[src/rtl/dac_ctl_pkg.sv]
package dac_ctl_pkg;

    // Bits of a serial word that the block keeps: [11:0]. Higher bits carry no field.
    localparam int unsigned KEEP_W = 12;
    localparam int unsigned ADDR_W = 2;
    localparam logic [ADDR_W-1:0] CTL_ADDR = 2'b01;

    // Field order mirrors word bits [11:2] so a slice converts directly.
    typedef struct packed {
        logic       x2;
        logic       x4;
        logic [1:0] wlen;
        logic       srst;
        logic       mute;
        logic [1:0] fmt;
        logic [1:0] demp;
    } ctl_t;

    typedef struct packed {
        logic       x2;
        logic       x4;
        logic       mute;
        logic       demp;
        logic [1:0] fmt;
    } strap_t;

    localparam int unsigned STRAP_W = $bits(strap_t);

    function automatic ctl_t ctl_from_word(input logic [KEEP_W-1:0] w);
        return ctl_t'(w[KEEP_W-1:ADDR_W]);
    endfunction

endpackage

[src/rtl/dac_ctl_sync.sv]
module dac_ctl_sync #(
    parameter int unsigned W = 1
) (
    input  logic         clk,
    input  logic [W-1:0] d,
    output logic [W-1:0] q
);
    typedef struct packed {
        logic [W-1:0] s1;
        logic [W-1:0] s2;
    } sync_t;

    sync_t sy_d, sy_q;

    always_comb begin
        sy_d.s1 = d;
        sy_d.s2 = sy_q.s1;
    end

    always_ff @(posedge clk) begin
        sy_q <= sy_d;
    end

    assign q = sy_q.s2;
endmodule

[src/rtl/dac_ctl_spi_rx.sv]
module dac_ctl_spi_rx
    import dac_ctl_pkg::*;
(
    input  logic              clk,
    input  logic              run,
    input  logic              sclk,
    input  logic              mosi,
    input  logic              latch,
    output logic              vld,
    output logic [KEEP_W-1:0] word
);
    typedef struct packed {
        logic              sclk_p;
        logic              latch_p;
        logic              vld;
        logic [KEEP_W-1:0] shift;
        logic [KEEP_W-1:0] word;
    } rx_t;

    rx_t rx_d, rx_q;

    always_comb begin
        rx_d         = rx_q;
        rx_d.sclk_p  = sclk;
        rx_d.latch_p = latch;
        rx_d.vld     = 1'b0;
        if (!run) begin
            rx_d.shift = '0;
        end else begin
            if (sclk && !rx_q.sclk_p) begin
                rx_d.shift = {rx_q.shift[KEEP_W-2:0], mosi};
            end
            if (latch && !rx_q.latch_p) begin
                rx_d.vld  = 1'b1;
                rx_d.word = rx_q.shift;
            end
        end
    end

    always_ff @(posedge clk) begin
        rx_q <= rx_d;
    end

    assign vld  = rx_q.vld;
    assign word = rx_q.word;
endmodule

[src/rtl/dac_ctl_seq.sv]
module dac_ctl_seq #(
    parameter int unsigned LAT     = 8,
    parameter int unsigned MIN_LOW = 64
) (
    input  logic clk,
    input  logic run,
    input  logic srst,
    output logic ready,
    output logic dp_hold,
    output logic force_mid,
    output logic short_rst
);
    localparam int unsigned REL = LAT + 3;
    localparam int unsigned CW  = $clog2(REL + 1);
    localparam int unsigned LW  = $clog2(MIN_LOW + 1);

    typedef struct packed {
        logic [CW-1:0] cnt;
        logic [LW-1:0] low;
        logic          viol;
        logic          rdy;
        logic          hw;
    } seq_t;

    seq_t sq_d, sq_q;

    always_comb begin
        sq_d = sq_q;
        if (!run) begin
            if (sq_q.low != LW'(MIN_LOW)) begin
                sq_d.low = sq_q.low + 1'b1;
            end
            sq_d.cnt = CW'(REL);
            sq_d.rdy = 1'b0;
            sq_d.hw  = 1'b1;
        end else begin
            if (sq_q.low != '0) begin
                sq_d.viol = (sq_q.low < LW'(MIN_LOW));
            end
            sq_d.low = '0;
            if (srst) begin
                sq_d.cnt = CW'(REL);
                sq_d.rdy = 1'b0;
            end else begin
                if (sq_q.cnt <= CW'(1)) begin
                    sq_d.rdy = 1'b1;
                    sq_d.hw  = 1'b0;
                end
                if (sq_q.cnt != '0) begin
                    sq_d.cnt = sq_q.cnt - 1'b1;
                end
            end
        end
    end

    always_ff @(posedge clk) begin
        sq_q <= sq_d;
    end

    assign ready     = sq_q.rdy;
    assign dp_hold   = !sq_q.rdy;
    assign force_mid = sq_q.hw;
    assign short_rst = sq_q.viol;
endmodule

[src/rtl/dac_ctl_top.sv]
module dac_ctl_top
    import dac_ctl_pkg::*;
#(
    parameter int unsigned LAT       = 8,
    parameter int unsigned MIN_LOW   = 64,
    parameter int unsigned MUTE_CLKS = 16
) (
    input  logic       clk,
    input  logic       rst_pin_n,
    input  logic       spi_sclk,
    input  logic       spi_mosi,
    input  logic       spi_latch,
    input  logic       pin_x2,
    input  logic       pin_x4,
    input  logic       pin_mute,
    input  logic [1:0] pin_fmt,
    input  logic       pin_deemph,
    output logic       eff_x2,
    output logic       eff_x4,
    output logic [1:0] eff_wlen,
    output logic       eff_mute,
    output logic [1:0] eff_fmt,
    output logic [1:0] eff_deemph,
    output logic       dp_hold,
    output logic       force_mid,
    output logic       ready,
    output logic       short_rst
);
    localparam int unsigned MW = $clog2(MUTE_CLKS + 1);

    // Asynchronous inputs into the master-clock domain
    logic [3:0] ctl_raw, ctl_s;
    strap_t     st_raw, st_s;
    logic       rst_s, sclk_s, mosi_s, latch_s;

    assign ctl_raw = {rst_pin_n, spi_sclk, spi_mosi, spi_latch};
    assign st_raw  = '{x2: pin_x2, x4: pin_x4, mute: pin_mute, demp: pin_deemph, fmt: pin_fmt};

    dac_ctl_sync #(.W(4)) i_sync_ctl (
        .clk (clk),
        .d   (ctl_raw),
        .q   (ctl_s)
    );

    dac_ctl_sync #(.W(STRAP_W)) i_sync_strap (
        .clk (clk),
        .d   (st_raw),
        .q   (st_s)
    );

    assign {rst_s, sclk_s, mosi_s, latch_s} = ctl_s;

    // Serial word capture
    logic              rx_vld;
    logic [KEEP_W-1:0] rx_word;

    dac_ctl_spi_rx i_rx (
        .clk   (clk),
        .run   (rst_s),
        .sclk  (sclk_s),
        .mosi  (mosi_s),
        .latch (latch_s),
        .vld   (rx_vld),
        .word  (rx_word)
    );

    // Control storage and format-change mute
    typedef struct packed {
        ctl_t          ctrl;
        logic [1:0]    fmt_p;
        logic [MW-1:0] mcnt;
    } top_t;

    top_t tp_d, tp_q;
    ctl_t reg_v;
    logic fmt_chg;
    logic soft_rst;

    assign soft_rst = tp_q.ctrl.srst;

    always_comb begin
        reg_v = soft_rst ? ctl_t'('0) : tp_q.ctrl;
    end

    assign eff_x2     = reg_v.x2 | st_s.x2;
    assign eff_x4     = reg_v.x4 | st_s.x4;
    assign eff_wlen   = (reg_v.wlen == 2'b11) ? 2'b00 : reg_v.wlen;
    assign eff_fmt    = reg_v.fmt | st_s.fmt;
    assign eff_deemph = st_s.demp ? 2'b01 : reg_v.demp;
    assign fmt_chg    = (eff_fmt != tp_q.fmt_p);
    assign eff_mute   = reg_v.mute | st_s.mute | fmt_chg | (tp_q.mcnt != '0);

    always_comb begin
        tp_d       = tp_q;
        tp_d.fmt_p = eff_fmt;
        if (!rst_s) begin
            tp_d.ctrl = '0;
            tp_d.mcnt = '0;
        end else begin
            if (rx_vld && (rx_word[ADDR_W-1:0] == CTL_ADDR)) begin
                tp_d.ctrl = ctl_from_word(rx_word);
            end
            if (fmt_chg) begin
                tp_d.mcnt = MW'(MUTE_CLKS);
            end else if (tp_q.mcnt != '0) begin
                tp_d.mcnt = tp_q.mcnt - 1'b1;
            end
        end
    end

    always_ff @(posedge clk) begin
        tp_q <= tp_d;
    end

    // Reset sequencing
    dac_ctl_seq #(.LAT(LAT), .MIN_LOW(MIN_LOW)) i_seq (
        .clk       (clk),
        .run       (rst_s),
        .srst      (soft_rst),
        .ready     (ready),
        .dp_hold   (dp_hold),
        .force_mid (force_mid),
        .short_rst (short_rst)
    );
endmodule

[config.mk]
export PLATFORM = sky130hd
export DESIGN_NAME = dac_ctl_top
export DESIGN_NICKNAME = d
export VERILOG_FILES = /design/src/rtl/dac_ctl_pkg.sv /design/src/rtl/dac_ctl_sync.sv /design/src/rtl/dac_ctl_spi_rx.sv /design/src/rtl/dac_ctl_seq.sv /design/src/rtl/dac_ctl_top.sv
export SDC_FILE = /design/constraint.sdc
export NUM_CORES = 1
export LEC_CHECK = 0
export BUFFER_PORTS_ARGS = -buffer_cell sky130_fd_sc_hd__buf_2
export CORE_ASPECT_RATIO = 1.2
export CORE_MARGIN = 8
export CORE_UTILIZATION = 52
export CTS_CLUSTER_DIAMETER = 100
export DETAILED_ROUTE_END_ITERATION = 8
export PLACE_DENSITY = 0.82
export SYNTH_ARGS = -nofsm -noshare
export SYNTH_HDL_FRONTEND = slang
export SYNTH_SLANG_ARGS = --single-unit
[constraint.sdc]
create_clock -name clk -period 2.7 [get_ports clk]
set_clock_uncertainty 0.2 [all_clocks]
set_input_delay 0.54 -clock clk [delete_from_list [all_inputs] [get_ports clk]]
set_output_delay 0.54 -clock clk [all_outputs]
set_load 0.01 [all_outputs]
==> Word-level counts from Yosys, hierarchy flattened <==
Cells that the tools add are included.
{ "word_totals": {"in_bits": 11, "out_inout_bits": 13, "word_cells": 62, "reg_bits": 78} }
{ "op_classes": {"bitwise": 8, "n_eq_ne": 4, "addsub": 3, "order_cmp": 2, "mux": 6, "n_reduce_logical": 15} }
{ "op_table": {"columns": ["operator", "count"], "rows": [
  ["2-to-1 mux 10 bit", 1],
  ["2-to-1 mux 5 bit", 2],
  ["adder 7 x 1 -> 7 bit, second input constant", 1],
  ["< comparator 7 bit, second input constant", 1],
  ["!= test 7 bit, second input constant", 1],
  ["nonzero test 7 bit", 1],
  ["AND reduction 2 bit", 3],
  ["OR 1 bit", 5],
  ["nonzero test 5 bit", 1],
  ["subtractor 5 x 1 -> 5 bit, second input constant", 1],
  ["less-or-equal comparator 4 x 1 -> 1 bit, second input constant", 1],
  ["2-to-1 mux 2 bit", 2],
  ["nonzero test 4 bit", 1],
  ["OR reduction 2 bit", 2],
  ["subtractor 4 x 1 -> 4 bit, second input constant", 1],
  ["logical AND 1 bit", 3],
  ["logical NOT 1 bit", 3],
  ["== test 2 x 1 -> 1 bit, second input constant", 1],
  ["== test 2 bit, second input constant", 1],
  ["!= test 2 bit", 1],
  ["inverter 1 bit", 2],
  ["OR 2 bit", 1],
  ["nonzero test 2 bit", 1],
  ["2-to-1 mux 1 bit", 1]
]} }

==> Depth between registers and ports, before layout <==
Gate-level depths: netlist of run 1.
{ "depth": {"ltp_word": 5, "mapped_depth": 6, "ltp_nobuf": 6} }

==> Hierarchy <==
A second synthesis of run 1 with hierarchy kept.
{ "unflattened": {"hier_cells": 236, "hier_area_um2": 2806.4} }
{ "modules_own_cells": {"columns": ["mod", "cells_per_inst", "area_per_inst_um2", "instances", "seq_area_each_um2"], "rows": [
  ["dac_ctl_spi_rx", 70, 970.9, 1, 660.6],
  ["dac_ctl_top", 78, 775.7, 1, 340.3],
  ["dac_ctl_seq", 68, 659.4, 1, 290.3],
  ["dac_ctl_sync at i_sync_strap", 12, 240.2, 1, 240.2],
  ["dac_ctl_sync at i_sync_ctl", 8, 160.2, 1, 160.2]
]} }

==> Worst setup path before layout of run 1 <==
Ideal clock, no wire load.
{ "synth_path": {"path_kind": "reg2reg", "start": "register i_sync_ctl.sy_q, in the netlist i_sync_ctl.q[3]", "end": "register i_rx.rx_q, in the netlist i_rx.word[0], enable pin", "path_stages_with_launch": 4, "required_time_ns": 2.101, "arrival_time_ns": 1.574, "setup_ns": 0.399, "path_slack_ns": 0.527, "cell_sequence": "dfxtp_1 -> inv_1 -> clkbuf_1 -> nor3b_1"} }
{ "synth_between": {"elab_chain_cells": 1} }
{ "synth_lines": {"columns": ["item", "line_no", "rtl"], "rows": [
  ["from (decl)", "dac_ctl_sync.sv:13", "sync_t sy_d, sy_q;"],
  ["from (signal assigned)", "dac_ctl_sync.sv:21", "sy_q <= sy_d;"],
  ["AND reduction 2 bit (no source line)", null, null],
  ["to (signal assigned)", "dac_ctl_spi_rx.sv:41", "rx_q <= rx_d;"],
  ["to (decl)", "dac_ctl_spi_rx.sv:20", "rx_t rx_d, rx_q;"]
]} }
No other way between the ends.
A chain may end at the register's enable or synchronous reset.

==> Worst setup path after layout of run 1 <==
{ "layout_path": {"start": "register tp_q, in the netlist soft_rst", "end": "output eff_mute"} }
{ "layout_between": {"elab_chain_cells": 5, "elab_cells_between_ends": 6} }
{ "layout_lines": {"columns": ["item", "line_no", "rtl"], "rows": [
  ["from (decl)", "dac_ctl_top.sv:74", "top_t tp_d, tp_q;"],
  ["from (signal assigned)", "dac_ctl_top.sv:112", "tp_q <= tp_d;"],
  ["2-to-1 mux 10 bit *", "dac_ctl_top.sv:82", "reg_v = soft_rst ? ctl_t'('0) : tp_q.ctrl;"],
  ["OR 2 bit", "dac_ctl_top.sv:88", "assign eff_fmt = reg_v.fmt | st_s.fmt;"],
  ["!= test 2 bit", "dac_ctl_top.sv:90", "assign fmt_chg = (eff_fmt != tp_q.fmt_p);"],
  ["OR 1 bit * (2 in a row)", "dac_ctl_top.sv:91", "assign eff_mute = reg_v.mute | st_s.mute | fmt_chg | (tp_q.mcnt != '0);"],
  ["to (decl)", "dac_ctl_top.sv:21", "output logic eff_mute,"]
]} }
Mark *: on every way between the ends. The rest lies on a longest branch, timed or not.

==> impl_metrics.yaml, run 1 <==
clock_tree:
  htree_levels: 3
  post-cts-setup-buffers: 0
  cts_made_buffers: 9
  root_buffer: "clkbuf_8"
  ctsResizeCount: 1
  cts_tree: "done"
  clk_latency_ns: 0.34
  cts.reportedPaths.clkPinSlew_ns: 0.07
  postCtsHoldBufs: 0
  clkSinkCount: 78
  clockBufferDepth: 2
detailed_routing:
  first_pass_iters: 4
  viasPerCell: 5.02
  ant_nets: 0
  wl_um: 4280
  dr.first_iter.drc_count: 125
  post-route-drc-count: 0
  wl_per_cell_um: 13.0
  vias: 1651
power:
  combinationalPowerShare: 0.051
  p_int_w: 0.00184
  pwr-share-seq: 0.538
  switching_share: 0.205
  power_frac_clock: 0.411
  ir_drop_mv: 0.415
  p_leak_nw: 1.27
  power.density_nw_per_um2: 762
  p_sw_w: 0.000474
critical_path:
  ff2ff_path_depth: 4
  worst-path-stages: 5
  r2r_slack_ns: 0.96
  setup.worst_path.end: "eff_mute"
  critPathLaunch: "soft_rst$_SDFFE_PN0P_"
  worstPathArrival_ns: 1.83
  path_class: "flop to primary output"
  crit_family: "simple AND/OR/NAND/NOR gates"
  regToRegEndpoint: "tp_q[3]$_SDFFE_PP0P_"
  critPathBufInv: 1
  required_ns: 1.96
  crit_chain: "nor2b_2 -> or3_1 -> a211oi_2 -> nand3_1 -> buf_2"
  cpMaxStageDelayCell: "dfxtp_2"
  critical_path.max_fanout: 10
  critPathLaunchType: "flop"
  end_kind: "primary output"
  cp_slowest_stage_delay_ns: 0.43
  r2r-start: "soft_rst$_SDFFE_PN0P_"
floorplanning:
  core_sq_um: 4940
  initial_core_util: 0.536
  fp.dieW_um: 81.2
  die_area_sq_um: 7650
  die_h_um: 94.2
  fp-row-count: 28
  ioPinCount: 24
logic_synthesis:
  async_flop_share: 0
  syn-instance-count: 237
  synthFlopType: "dfxtp_1"
  syn_nets: 253
  synth-seq-area-share: 0.638
  ys_types: 33
  ys_warn_count: 0
  synth_seq_cells: 78
  synth-edff-count: 13
  netlist_area_sq_um: 2650
  syn-mean-instance-area_sq_um: 11.2
final_layout:
  drive_gt1_frac: 0.186
  nets: 280
  n_fill_cell: 390
  area_growth_pct: 14.6
  antenna_cells: 0
  stdcell_count: 329
sta:
  finalSetupTns_ns: 0
  finalCritPeriodShare: 0.952
  rsz0062_at_grt: "false"
  finalCriticalPeriod_ns: 2.57
  max_freq_mhz: 389
  hold_viol_final: 0
  tightest_slew_ns: 0.796
  setup_violations: 0
  slew_headroom: 0.468
  drv_slew: 0
placement:
  dp_hpwl_um: 2930
  post-place-cells: 313
  place_congestion: 0.737
  portBuffers: 23
flow_run:
  cap_violations: 0
global_route:
  grt_first_pass_wirelength_um: 7100
  grt_pass1_vias: 1638
  grt-ovfl-total: 0
  grt_usage: 0.122
  antenna_found_initial: 0
  grt_max_degree: 29
status:
  status: "complete, no violations"
min_path:
  hp-class: "primary input to flop"
-- cells in the mapped netlist (2+ instances only) --
cell      instances  area, sq um
inv_1            11         41.3
clkbuf_1          6         22.5
nor2_1           16         60.1
edfxtp_1         13          390
o21ai_0           4         20.0
a21o_1            3         22.5
a21oi_1          17         85.1
nor3b_1           5         37.5
xnor2_1           7         61.3
and3_2            3         22.5
xor2_1            2         17.5
nand2_1          32          120
dfxtp_1          65         1300
or3_1             2         12.5
buf_2             2         10.0
and3_1            3         18.8
nor3_1            8         40.0
nand2b_1          4         25.0
nor2b_1           2         12.5
ha_1              5         62.6
nor4b_4           2         47.6
mux2i_1          12          120
nand3_1           3         15.0
-- cell families (layout without fill, tap and decap cells) --
kind of cell | after synthesis | count (layout) | synth area share
buffers and inverters | 20 | 52 | 0.0321
XOR/XNOR | 9 | 9 | 0.0297
flip-flops | 78 | 78 | 0.638
multiplexers | 12 | 12 | 0.0453
AND/OR/NAND/NOR | 85 | 85 | 0.170
adder cells (fa/ha/maj) | 5 | 5 | 0.0236
AO/OA/AOI/OAI | 28 | 28 | 0.0614
-- worst register-to-register path: cells and delay by family, from the launching register on --
kind / cells / cell delay [ns]
simple gates: 3 / 0.64
flops: 1 / 0.43
compound gates: 1 / 0.39
-- power by group through the flow --
stage	sequential [W]	clock [W]	combinational (W)
after global routing	0.00125	0.00103	0.000133
after floorplan	0.00126	0	0.0000908
after global placement	0.00127	0	0.000113
after detailed placement	0.00127	0	0.000119
after CTS	0.00125	0.000974	0.000120
final	0.00125	0.000953	0.000118
-- routing by layer --
metal  share of wire  global-route usage
met3           0.040              0.0421
met2            0.52               0.204
met4           0.020              0.0761
met5               0                   0
met1            0.42               0.127
-- worst min-delay path by stage --
stage                                             from                    endpoint  depth (start not counted)  slack, ns
after floorplan             i_sync_ctl.sy_d[0]$_DFF_P_     i_sync_ctl.q[0]$_DFF_P_                          0       0.11
after global placement      i_sync_ctl.sy_d[3]$_DFF_P_     i_sync_ctl.q[3]$_DFF_P_                          0       0.11
after detailed placement  i_sync_strap.sy_d[3]$_DFF_P_   i_sync_strap.q[3]$_DFF_P_                          0       0.11
after CTS                                    spi_latch  i_sync_ctl.sy_d[0]$_DFF_P_                          1       0.08
after global routing                         spi_latch  i_sync_ctl.sy_d[0]$_DFF_P_                          1       0.08
final                                         spi_mosi  i_sync_ctl.sy_d[1]$_DFF_P_                          1        0.1
-- cell usage in the layout, fill, tap and decap left out, drive strengths merged, types with 2 or more instances in the layout --
cell type and n:
clkinv 2, xnor2 7, nor2 16, or3 2, o21ai 4, bufinv 2, nor4b 2, nor2b 3
mux2i 12, xor2 2, ha 5, nand3 3, edfxtp 13, nand2 32, and3 6, nor3 8
clkbuf 12, dfxtp 65, buf 25, a21oi 17, inv 11, nor3b 5, a21o 3, nand2b 4
-- through the flow --
step	area (sq um)	utilization	hold WS (ns)	power, W	setup WS (ns)
after floorplan	2650	-	0.110	0.00135	0.527
after global placement	2810	0.569	0.110	0.00138	0.439
after detailed placement	2810	0.569	0.112	0.00139	0.380
after CTS	3040	0.615	0.0822	0.00234	0.104
after global routing	3040	0.615	0.0782	0.00241	0.0124
final	3040	0.615	0.0988	0.00232	0.129
-- flip-flops by register name, summed over array words and instances (netlist names) --
signal,count
i_rx.vld,1
i_seq.short_rst,1
soft_rst,1
tp_q,16
i_seq.ready,1
i_seq.force_mid,1
i_seq.sq_q,11
i_sync_ctl.sy_d,4
i_rx.word,12
i_rx.rx_q,14
i_sync_ctl.q,4
i_sync_strap.sy_d,6
i_sync_strap.q,6
-- layout make-up --
class / count / area [sq um] / area share
well taps: 60 / 75.1 / 0.0247
inverters: 11 / 41.3 / 0.0136
multi-input cells: 139 / 873 / 0.287
repair buffers: 25 / 130 / 0.0428
clock buffers: 12 / 155 / 0.0511
clock inverters: 4 / 70.1 / 0.0231
flip-flops and latches: 78 / 1690 / 0.557
Note: power is estimated with default switching activity, not from simulation.
==> run 2, diff against run 1 <==
--- a/config.mk
+++ b/config.mk
@@ -12,6 +12,7 @@
 export CTS_CLUSTER_DIAMETER = 100
 export DETAILED_ROUTE_END_ITERATION = 8
 export PLACE_DENSITY = 0.82
+export RECOVER_POWER = 100
 export SYNTH_ARGS = -nofsm -noshare
 export SYNTH_HDL_FRONTEND = slang
 export SYNTH_SLANG_ARGS = --single-unit
==> run 2 against run 1 <==
Compared with the run above:
- worst hold slack hardly changed
- power is 0.37% lower
- highest routed layer unchanged
- largest cell class unchanged
- final cell count did not move
- count of clock-buffer cells in the layout unchanged
==> impl_metrics.yaml, run 2 (synthesis gave the netlist of run 1 again) <==
power:
  total_power_w: 0.00231
  power.density_nw_per_um2: 769
  ir_drop_mv: 0.415
  p_leak_nw: 1.23
sta:
  max_freq_mhz: 390
  drv_slew: 0
  setup_violations: 0
  slew_headroom: 0.171
  tightest_slew_ns: 1.24
  finalCriticalPeriod_ns: 2.56
  finalSetupTns_ns: 0
  rsz0062_at_grt: "false"
  hold_viol_final: 0
  finalCritPeriodShare: 0.950
global_route:
  grt_first_pass_wirelength_um: 7100
  top_usage_layer: "met2"
  grt_pass1_vias: 1638
  grt-ovfl-total: 0
  grt_max_degree: 29
  met2_usage: 0.204
  grt_usage: 0.122
  use_met3: 0.0421
  antenna_found_initial: 0
  met1_usage: 0.127
detailed_routing:
  ant_nets: 0
  wl_per_cell_um: 13.1
  wl_um: 4300
  dr.first_iter.drc_count: 131
  post-route-drc-count: 0
  vias: 1648
  viasPerCell: 5.01
  first_pass_iters: 4
floorplanning:
  ioPinCount: 24
  fp.dieW_um: 81.2
  die_h_um: 94.2
  core_sq_um: 4940
  fp-row-count: 28
  die_area_sq_um: 7650
  initial_core_util: 0.536
final_layout:
  largest_reg_flops: 16
  area_growth_pct: 13.2
  regMostFlops: "tp_q"
  fin_util: 0.607
  final_cell_mix: "64 x dfxtp_1, 32 x nand2_1, 17 x a21oi_1"
  drive_gt1_frac: 0.130
  layout_commonest_cell: "dfxtp_1"
  stdcell_count: 329
  nets: 280
  antenna_cells: 0
critical_path:
  ff2ff_path_depth: 4
  path_class: "flop to primary output"
  setup.worst_path.end: "eff_mute"
  critPathLaunch: "soft_rst$_SDFFE_PN0P_"
  critical_path.max_fanout: 10
  r2r_slack_ns: 0.50
  crit_family: "simple AND/OR/NAND/NOR gates"
  critPathLaunchType: "flop"
  crit_chain: "nor2b_2 -> or3_1 -> a211oi_2 -> nand3_1 -> clkbuf_2"
  regToRegEndpoint: "i_seq.ready$_SDFFE_PP0P_"
  critPathBufInv: 1
  end_kind: "primary output"
  cpMaxStageDelayCell: "dfxtp_2"
  required_ns: 1.96
  worstPathArrival_ns: 1.82
  cp_slowest_stage_delay_ns: 0.43
  worst-path-stages: 5
  r2r-start: "i_sync_ctl.q[3]$_DFF_P_"
clock_tree:
  cts_made_buffers: 9
  clkSinkCount: 78
  htree_levels: 3
  cts.reportedPaths.clkPinSlew_ns: 0.07
  postCtsHoldBufs: 0
  clk_latency_ns: 0.34
  post-cts-setup-buffers: 0
  clockBufferDepth: 2
  cts_tree: "done"
  root_buffer: "clkbuf_8"
status:
  status: "complete, no violations"
min_path:
  hp-class: "primary input to flop"
placement:
  dp_hpwl_um: 2930
  portBuffers: 23
  place_congestion: 0.737
  post-place-cells: 313
flow_run:
  cap_violations: 0
==> run 2: worst reg2reg max path, cell delays in order (launching register included) <==
cell	delay, ns
dfxtp_1	0.44
inv_1	0.12
clkbuf_1	0.92
nor2_1	0.24
o21a_1	0.18
==> run 2: worst min path at each step <==
| stage | depth (start not counted) | slack (ns) | startpoint | end |
|---|---|---|---|---|
| after floorplan | 0 | 0.11 | i_sync_ctl.sy_d[0]$_DFF_P_ | i_sync_ctl.q[0]$_DFF_P_ |
| after global placement | 0 | 0.11 | i_sync_ctl.sy_d[3]$_DFF_P_ | i_sync_ctl.q[3]$_DFF_P_ |
| after detailed placement | 0 | 0.11 | i_sync_strap.sy_d[3]$_DFF_P_ | i_sync_strap.q[3]$_DFF_P_ |
| after CTS | 1 | 0.08 | spi_latch | i_sync_ctl.sy_d[0]$_DFF_P_ |
| after global routing | 1 | 0.08 | spi_latch | i_sync_ctl.sy_d[0]$_DFF_P_ |
| final | 1 | 0.1 | spi_mosi | i_sync_ctl.sy_d[1]$_DFF_P_ |
==> run 2: per-layer routing <==
metal / wire length, um / vias to the layer above / share of wire
met1: 1810 / 765 / 0.42
met5: 0 / - / 0
met2: 2200 / 27 / 0.51
met4: 86 / 0 / 0.020
met3: 192 / 8 / 0.045
li1: - / 848 / -
==> run 2: report_power, final <==
part           switching (W)  total [W]  internal [W]  leakage [nW]
sequential         0.0000260    0.00125       0.00122         0.655
combinational      0.0000602   0.000110     0.0000503         0.456
clock               0.000383   0.000952      0.000568         0.116
==> run 2: cell type report <==
cell class                 instances  area (sq um)
timing repair buffer              25           108
tap                               60          75.1
fill                             398          1940
sequential                        78          1690
inverter                          11          41.3
clock buffer                      12           155
multi-input combinational        139           858
clock inverter                     4          70.1
==> run 2: metrics by stage <==
step	worst slack [ns]	hold slack (ns)	area, sq um
2_1_floorplan	0.527	0.110	2650
3_3_place_gp	0.439	0.110	2810
3_5_place_dp	0.380	0.112	2810
4_1_cts	0.104	0.0822	3040
5_1_grt	0.0207	0.0782	3000
6_report	0.136	0.0989	3000
==> run 2: timing repair <==
action | 4_1_cts | 5_1_grt
endpoints found under the setup margin | 1 | 0
resized for setup | 1 | 0
hold endpoints to repair | 0 | 0
